--- src/rtl/bsq_pkg.sv ---
package bsq_pkg;

  localparam int unsigned BEAT_W = 2;
  localparam int unsigned BEATS  = 1 << BEAT_W;

  typedef logic [BEAT_W-1:0] beat_t;

  typedef enum logic {
    ORD_SEQ = 1'b0,
    ORD_ILV = 1'b1
  } order_e;

  // sequential order: seed advanced by beat count, wrapping at BEATS
  function automatic beat_t seq_addr(input beat_t seed, input beat_t idx);
    beat_t sum;
    sum = beat_t'(seed + idx);
    return sum;
  endfunction

  // interleaved order: beat count toggles the seed bits
  function automatic beat_t ilv_addr(input beat_t seed, input beat_t idx);
    return seed ^ idx;
  endfunction

  function automatic beat_t beat_addr(input beat_t seed, input beat_t idx, input order_e ord);
    beat_t res;
    if (ord == ORD_SEQ) res = seq_addr(seed, idx);
    else                res = ilv_addr(seed, idx);
    return res;
  endfunction

  // anything other than a firmly driven 0 selects interleaved order
  function automatic order_e resolve_mode(input logic mode_raw);
    order_e ord;
    if (mode_raw === 1'b0) ord = ORD_SEQ;
    else                   ord = ORD_ILV;
    return ord;
  endfunction

endpackage

--- src/rtl/bsq_order_latch.sv ---
module bsq_order_latch
  import bsq_pkg::*;
(
  input  logic   clk_i,
  input  logic   rst_ni,
  input  logic   load_i,
  input  logic   mode_i,
  output order_e order_o
);

  order_e order_q;
  order_e order_in;

  assign order_in = resolve_mode(mode_i);

  always_ff @(posedge clk_i or negedge rst_ni) begin
    if (!rst_ni)     order_q <= ORD_ILV;
    else if (load_i) order_q <= order_in;
  end

  assign order_o = order_q;

endmodule

--- src/rtl/bsq_beat_ctr.sv ---
module bsq_beat_ctr
  import bsq_pkg::*;
(
  input  logic  clk_i,
  input  logic  rst_ni,
  input  logic  load_i,
  input  logic  adv_i,
  input  beat_t seed_i,
  output beat_t seed_o,
  output beat_t beat_o,
  output logic  step_o
);

  beat_t seed_q;
  beat_t beat_q;
  logic  step;

  // load has priority over advance
  assign step = adv_i & ~load_i;

  always_ff @(posedge clk_i or negedge rst_ni) begin
    if (!rst_ni) begin
      seed_q <= '0;
      beat_q <= '0;
    end else if (load_i) begin
      seed_q <= seed_i;
      beat_q <= '0;
    end else if (step) begin
      beat_q <= beat_t'(beat_q + beat_t'(1));
    end
  end

  assign seed_o = seed_q;
  assign beat_o = beat_q;
  assign step_o = step;

endmodule

--- src/rtl/bsq_addr_gen.sv ---
module bsq_addr_gen
  import bsq_pkg::*;
(
  input  beat_t  seed_i,
  input  beat_t  beat_i,
  input  order_e order_i,
  output beat_t  addr_o
);

  assign addr_o = beat_addr(seed_i, beat_i, order_i);

endmodule

--- src/rtl/bsq_burst_seq.sv ---
module bsq_burst_seq
  import bsq_pkg::*;
(
  input  logic              clk_i,
  input  logic              rst_ni,
  input  logic              load_i,
  input  logic [BEAT_W-1:0] seed_i,
  input  logic              adv_i,
  input  logic              mode_i,
  output logic [BEAT_W-1:0] addr_o
);

  // named internal events, observed by the bound checker
  order_e order_q;
  beat_t  seed_q;
  beat_t  beat_q;
  logic   step_evt;

  bsq_order_latch u_order (
    .clk_i   (clk_i),
    .rst_ni  (rst_ni),
    .load_i  (load_i),
    .mode_i  (mode_i),
    .order_o (order_q)
  );

  bsq_beat_ctr u_ctr (
    .clk_i  (clk_i),
    .rst_ni (rst_ni),
    .load_i (load_i),
    .adv_i  (adv_i),
    .seed_i (seed_i),
    .seed_o (seed_q),
    .beat_o (beat_q),
    .step_o (step_evt)
  );

  bsq_addr_gen u_gen (
    .seed_i  (seed_q),
    .beat_i  (beat_q),
    .order_i (order_q),
    .addr_o  (addr_o)
  );

endmodule

--- config.mk ---
export PLATFORM = sky130hd
export DESIGN_NAME = bsq_burst_seq
export DESIGN_NICKNAME = d
export VERILOG_FILES = /design/src/rtl/bsq_pkg.sv /design/src/rtl/bsq_order_latch.sv /design/src/rtl/bsq_beat_ctr.sv /design/src/rtl/bsq_addr_gen.sv /design/src/rtl/bsq_burst_seq.sv
export SDC_FILE = /design/constraint.sdc
export NUM_CORES = 1
export LEC_CHECK = 0
export BUFFER_PORTS_ARGS = -buffer_cell sky130_fd_sc_hd__buf_2
export CAP_MARGIN = 20
export CELL_PAD_IN_SITES_DETAIL_PLACEMENT = 0
export CELL_PAD_IN_SITES_GLOBAL_PLACEMENT = 1
export CORE_AREA = 2 2 39 41
export CTS_BUF_LIST = sky130_fd_sc_hd__clkbuf_16
export DETAILED_ROUTE_END_ITERATION = 8
export DIE_AREA = 0 0 41 43
export MAX_ROUTING_LAYER = met4
export PLACE_DENSITY = 0.4
export SETUP_SLACK_MARGIN = 0.3
export SLEW_MARGIN = 5
export SYNTH_ARGS = -nofsm -noshare
export SYNTH_HDL_FRONTEND = slang
export SYNTH_SLANG_ARGS = --single-unit
--- constraint.sdc ---
create_clock -name clk_i -period 1.1 [get_ports clk_i]
set_clock_uncertainty 0.15 [all_clocks]
set_input_delay 0.22 -clock clk_i [delete_from_list [all_inputs] [get_ports clk_i]]
set_output_delay 0.22 -clock clk_i [all_outputs]
set_load 0.02 [all_outputs]
==> results of run 1 <==
metal layers:
metal | track usage | vias to the layer above
met5 | - | -
li1 | - | 102
met2 | 0.125 | 5
met3 | 0.0157 | 2
met4 | 0.0800 | 0
met1 | 0.0885 | 100
sequential cells by signal, summed over array words and instances (netlist names):
register,count
u_ctr.seed_o,2
u_order.order_o,1
u_ctr.beat_o,2
layout make-up:
type / instances / area, sq um
Tap cell: 16 / 20.0
Multi-Input combinational cell: 12 / 159
Sequential cell: 5 / 126
Timing Repair Buffer: 18 / 145
Clock buffer: 3 / 75.1
Fill cell: 137 / 855
Clock inverter: 1 / 3.75
cell families (layout without fill, tap and decap cells):
kind of cell               Yosys count  after routing  share of synthesized area
muxes                                3              3                      0.146
adders and majority gates            1              1                     0.0540
xor gates and xnor gates             3              3                      0.114
AOI/OAI and AO/OA                    2              2                     0.0648
buffers and inverters                0             22                          0
DFF                                  5              5                      0.546
and+or+nand+nor                      3              3                     0.0757
through the flow:
step,setup TNS [ps],cells,util,setup WS [ps]
finish,-1010,55,0.382,-441
global route,-1150,55,0.382,-488
CTS,-811,53,0.359,-443
detailed placement,-352,44,0.250,-250
global placement,-362,44,0.250,-264
floorplan,-231,17,-,-191
worst max-delay path by stage:
stage	cells after the start	to	slack, ps	start
3_5_place_dp	4	addr_o[1]	-250	u_ctr.beat_o[0]
3_3_place_gp	4	addr_o[1]	-260	u_ctr.beat_o[0]
5_1_grt	4	addr_o[1]	-490	u_ctr.beat_o[0]
6_report	4	addr_o[1]	-440	u_ctr.beat_o[0]
4_1_cts	4	addr_o[1]	-440	u_ctr.seed_o[0]
2_1_floorplan	3	addr_o[1]	-190	u_ctr.beat_o[0]
repair_timing:
action,CTS,global route
hold buffers,1,0
setup endpoints to repair,7,7
gates resized for setup,8,3
pin swaps,6,2
hold endpoints to repair,5,0
setup buffers,4,2
synth_stat cells (all sizes together):
cell type	count
a21oi	1
xnor2	3
mux2	3
dfrtp	4
nand3b	1
nor2	1
dfstp	1
nor2b	1
ha	1
a21bo	1
report_power, final:
part | total, mW | internal, mW | switching, mW
clock | 0.583 | 0.470 | 0.113
sequential | 0.221 | 0.206 | 0.0158
combinational | 0.222 | 0.144 | 0.0784
total | 1.03 | 0.820 | 0.207
critical path, cell delays in order (launching register included):
cell	delay, ps
dfrtp_1	380
ha_4	140
nor2b_4	170
xnor2_4	120
buf_6	130
==> summary.txt, run 1 <==
Die
  • Initial Util: 0.167
  • Die area: approximately 1800 sq um
  • Core Box Area: about 1400 sq um
  • Chip width: 41 um
  • Die Y: between 40 and 50 um
  • I/O pin count: 9
  • Row Count: 14

STA
  • RSZ-0062 raised after global routing: yes
  • WHS: between 70 and 80 ps
  • Final critical-path required period: 1540 ps
  • Relative slew margins: 0.914
  • Pins Over Slew Limit: 0
  • Final Cycle Share: 1.40
  • F_max: 0.649 GHz
  • Slew of the pin with the lowest slew margin: between 100 and 150 ps
  • Setup WS post-layout: -441 ps
  • Final Hold Vio Count: 0
  • Final setup vio count: 4

Yosys
  • Post-Syn Nets: 25
  • Post-Syn Area: 231 sq um
  • Top cells by area, synth: dfrtp_1 (43%), mux2_2 (15%), dfstp_2 (11%)
  • Post-synth cell types: 10
  • Syn Area/Cell: between 10 and 15 sq um
  • Synthesized flop and latch total: 5
  • Cells after synthesis: 17
  • YS warnings: 0
  • Seq/Total Area, Yosys: 0.546
  • Cell taking the most area after synthesis: dfrtp_1
  • Yosys top cell area share: 0.432

Worst hold path
  • Hold Startpoint: seed_i[0]
  • Worst Hold End: u_ctr.seed_o[0]
  • Hold Path Depth: 2
  • Hold Crit Class: in -> reg

Clocking
  • Sink Count: 5
  • Clk buf depth: 2
  • Skew-Pair Late Insertion Delay: 230 ps
  • TritonCTS clock tree: yes
  • CTS H-tree lvls: 1
  • CTS root buf: clkbuf_16
  • Worst-path clk slew: 30 ps
  • Inserted Clock Buffers: 3

Worst setup path
  • Max FO, Critical Path: 2
  • CP Launch Type: flip-flop
  • WP data arrival: approximately 1200 ps
  • Reg2Reg Setup Slack: -190 ps
  • Worst R2R End: u_ctr.beat_o[1]
  • Worst Reg-to-Reg Cells: 5
  • Setup crit end kind: output pin
  • Crit path kind: reg -> out
  • CP required: around 730 ps
  • Reg2reg start: u_ctr.beat_o[0]

Global routing
  • Largest net degree at the start of global routing: 6
  • Vias in the first global route: between 200 and 250
  • Initial antenna violation count: 0
  • First-pass GRT wire length: 945 um
  • Remaining Overflow, GRT: 0
  • Total GRT Usage: 0.0849

Routing
  • Detailed Routing Iterations Pass 1: 1
  • Remaining DRCs: 0
  • WL final: roughly 520 um
  • Routed length on met2: 297 um
  • Routed wl met3: 18 um
  • DRT iter0 DRCs: 0
  • Wl on met1: around 190 um
  • Vias: between 200 and 250
  • Top Layer Used: met4
  • Antenna-violating nets left: 0
  • Post-DR vias/cell: between 3 and 4
  • WL/cell: about 9.5 um

Pwr
  • PD cells: 1940 nW/um^2
  • Worst vdd ir: around 900 uV
  • Leakage power: roughly 0.24 nW
  • Final total power: a little over 1 mW

Placed design
  • Final HPWL DP: between 300 and 400 um
  • RePlAce Congestion: 0.666
  • Number of port buffers: 8
  • Placed Instance Area: between 300 and 400 sq um

Run status
  • Status: complete, but fails checks
  • Failing checks: setup timing

Finish
  • Layout cell share with drive strength beyond 1: 0.744
  • Finished Cell Area: around 530 sq um
  • Fin nets: 48
  • Commonest cells after routing, fill and taps aside: buf_2 (6), buf_6 (6), buf_4 (5)
  • Number of antenna diodes: 0
  • Synthesis-to-layout area growth: 129%

Job
  • Max cap viols: 0
Power figures use the tool's default switching activity.
==> inputs of run 2 (changes only) <==
CELL_PAD_IN_SITES_DETAIL_PLACEMENT = not set   (was 0)
CELL_PAD_IN_SITES_GLOBAL_PLACEMENT = not set   (was 1)
PLACE_DENSITY = 0.33   (was 0.4)
==> summary.txt, run 2 (synthesis gave the netlist of run 1 again) <==
Run status
  • Status: complete, but fails checks (unchanged)
  • Failing checks: setup timing (unchanged)

Routing
  • Detailed Routing Iterations Pass 1: 1 (unchanged)
  • WL final: 554 um (was 521 um)
  • Post-DR vias/cell: 3.75 (was 3.80)
  • Antenna-violating nets left: 0 (unchanged)
  • Wl on met1: 201 um (was 187 um)
  • DRT iter0 DRCs: 0 (unchanged)
  • WL/cell: 10.7 um (was 9.47 um)
  • Top Layer Used: met3 (was met4)
  • Vias: 195 (was 209)
  • Routed wl met3: 15 um (was 18 um)
  • Remaining DRCs: 0 (unchanged)
  • Routed length on met2: 337 um (was 297 um)

Placed design
  • RePlAce Congestion: 0.669 (was 0.666)
  • Pre-CTS WS: -258 ps (was -250 ps)
  • Inst Count DP: 44 (unchanged)
  • Number of port buffers: 8 (unchanged)
  • Placed Instance Area: 347 sq um (unchanged)

Worst setup path
  • Reg2Reg Setup Slack: -50 ps (was -190 ps)
  • Worst Reg-to-Reg Cells: 4 (was 5)
  • CP delay by family, top: flip-flops (unchanged)
  • Worst R2R End: u_ctr.beat_o[1] (unchanged)
  • Crit path to: addr_o[1] (unchanged)
  • Buf/Inv on CP: 1 (unchanged)
  • Slowest library cell on the worst path: dfrtp_1 (unchanged)
  • Crit path kind: reg -> out (unchanged)
  • CP Launch Type: flip-flop (unchanged)
  • Number of cells on the critical path: 4 (unchanged)
  • Setup crit end kind: output pin (unchanged)
  • Crit path cell chain: ha_4 -> nor2b_4 -> xnor2_4 -> buf_6 (unchanged)
  • Reg2reg start: u_ctr.beat_o[0] (unchanged)
  • Max stage delay on crit path: 400 ps (was 380 ps)
  • CP required: 730 ps (about the same)
  • Max FO, Critical Path: 2 (unchanged)
  • WP data arrival: 1190 ps (was 1170 ps)
  • Setup crit start: u_ctr.seed_o[0] (was u_ctr.beat_o[0])

Finish
  • Final Core Density: 0.364 (was 0.382)
  • Commonest non-fill, non-tap cell in the layout: buf_2
  • Synthesis-to-layout area growth: 118% (was 129%)
  • Commonest cells after routing, fill and taps aside: buf_2 (6), buf_6 (5), dfrtp_1 (4) (was buf_2 (6), buf_6 (6), buf_4 (5))
  • Fin nets: 45 (was 48)
  • Finished Cell Area: 504 sq um (was 529 sq um)
  • Number of antenna diodes: 0 (unchanged)
  • Layout cell share with drive strength beyond 1: 0.750 (was 0.744)
  • Non-Filler Instances: 52 (was 55)

STA
  • RSZ-0062 raised after global routing: yes (unchanged)
  • Setup WS post-layout: -463 ps (was -441 ps)
  • Slew of the pin with the lowest slew margin: 151 ps (was 127 ps)
  • Final setup vio count: 3 (was 4)
  • Pins Over Slew Limit: 0 (unchanged)
  • Relative slew margins: 0.900 (was 0.914)
  • Final critical-path required period: 1560 ps (was 1540 ps)
  • Final Cycle Share: 1.42 (was 1.40)
  • F_max: 0.640 GHz (was 0.649 GHz)
  • Final Hold Vio Count: 0 (unchanged)

Worst hold path
  • Hold Crit Class: in -> reg (unchanged)

Clocking
  • Inserted Clock Buffers: 3 (unchanged)
  • Clk buf depth: 2 (unchanged)
  • Worst-path clk slew: 40 ps (was 30 ps)
  • Skew-Pair Late Insertion Delay: 230 ps (about the same)
  • Sink Count: 5 (unchanged)
  • CTS root buf: clkbuf_16 (unchanged)
  • CTS H-tree lvls: 1 (unchanged)
  • TritonCTS clock tree: yes (unchanged)

Die
  • Core Box Area: 1380 sq um (unchanged)
  • Die Y: 43 um (unchanged)
  • Initial Util: 0.167 (unchanged)
  • I/O pin count: 9 (unchanged)
  • Chip width: 41 um (unchanged)
  • Die area: 1760 sq um (unchanged)
  • Row Count: 14 (unchanged)

Global routing
  • Initial antenna violation count: 0 (unchanged)
  • Largest net degree at the start of global routing: 6 (unchanged)
  • Vias in the first global route: 233 (was 237)
  • First-pass GRT wire length: 910 um (was 945 um)
  • Remaining Overflow, GRT: 0 (unchanged)
  • Total GRT Usage: 0.0849 (unchanged)

Pwr
  • PD cells: 2040 nW/um^2 (was 1940 nW/um^2)
  • Final total power: 1.03 mW (about the same)
  • Leakage power: 0.227 nW (was 0.244 nW)
  • Worst vdd ir: 943 uV (was 878 uV)

Job
  • Max cap viols: 0 (unchanged)
run 2: cell count changes in the layout (fill, tap and decap cells not counted):
cell,change
inv_1,-1
clkinv_2,+1
buf_4,-2
buf_6,-1
run 2: cell type report:
class,count,area [sq um]
timing repair buffer,15,119
fill,146,880
sequential,5,126
clock buffer,3,75.1
multi-input combinational,12,159
tap,16,20.0
clock inverter,1,5.00
run 2: routing by layer:
| layer | track usage | vias up |
|---|---|---|
| met5 | - | - |
| met4 | 0.0400 | 0 |
| met3 | 0.0314 | 0 |
| met2 | 0.144 | 3 |
| met1 | 0.0787 | 97 |
| li1 | - | 95 |
run 2: worst min path at each step:
| stage | start | cells after the start | slack, ps | to |
|---|---|---|---|---|
| 2_1_floorplan | rst_ni | 0 | -230 | u_ctr.beat_o[0] |
| 3_3_place_gp | rst_ni | 1 | -110 | u_ctr.seed_o[0] |
| 3_5_place_dp | rst_ni | 1 | -110 | u_ctr.seed_o[0] |
| 4_1_cts | mode_i | 2 | 70 | u_order.order_o |
| 5_1_grt | mode_i | 2 | 80 | u_order.order_o |
| 6_report | seed_i[1] | 2 | 70 | u_ctr.seed_o[1] |
run 2: power by group:
group / switching [mW] / total, mW / internal [mW]
Clock: 0.122 / 0.597 / 0.475
Combinational: 0.0757 / 0.208 / 0.132
Sequential: 0.0180 / 0.223 / 0.205
Total: 0.215 / 1.03 / 0.812
run 2: stage by stage:
step                      TNS, ps  hold WS, ps
after floorplan              -231         -226
after global placement       -355         -110
after global routing         -954         79.1
after detailed placement     -360         -110
final                        -805         73.8
after CTS                    -833         72.4
run 2: worst reg2reg max path, stage by stage (launching register included):
cell	delay, ps
dfrtp_1	400
buf_6	130
buf_6	110
a21bo_1	170
a21oi_2	120
run 2: repair_timing:
item / CTS / global route
endpoints found under the hold margin: 5 / 0
pin swaps: 5 / 1
gates resized for setup: 9 / 1
hold buffers: 1 / 0
buffers inserted: 3 / 0
setup endpoints to repair: 7 / 7
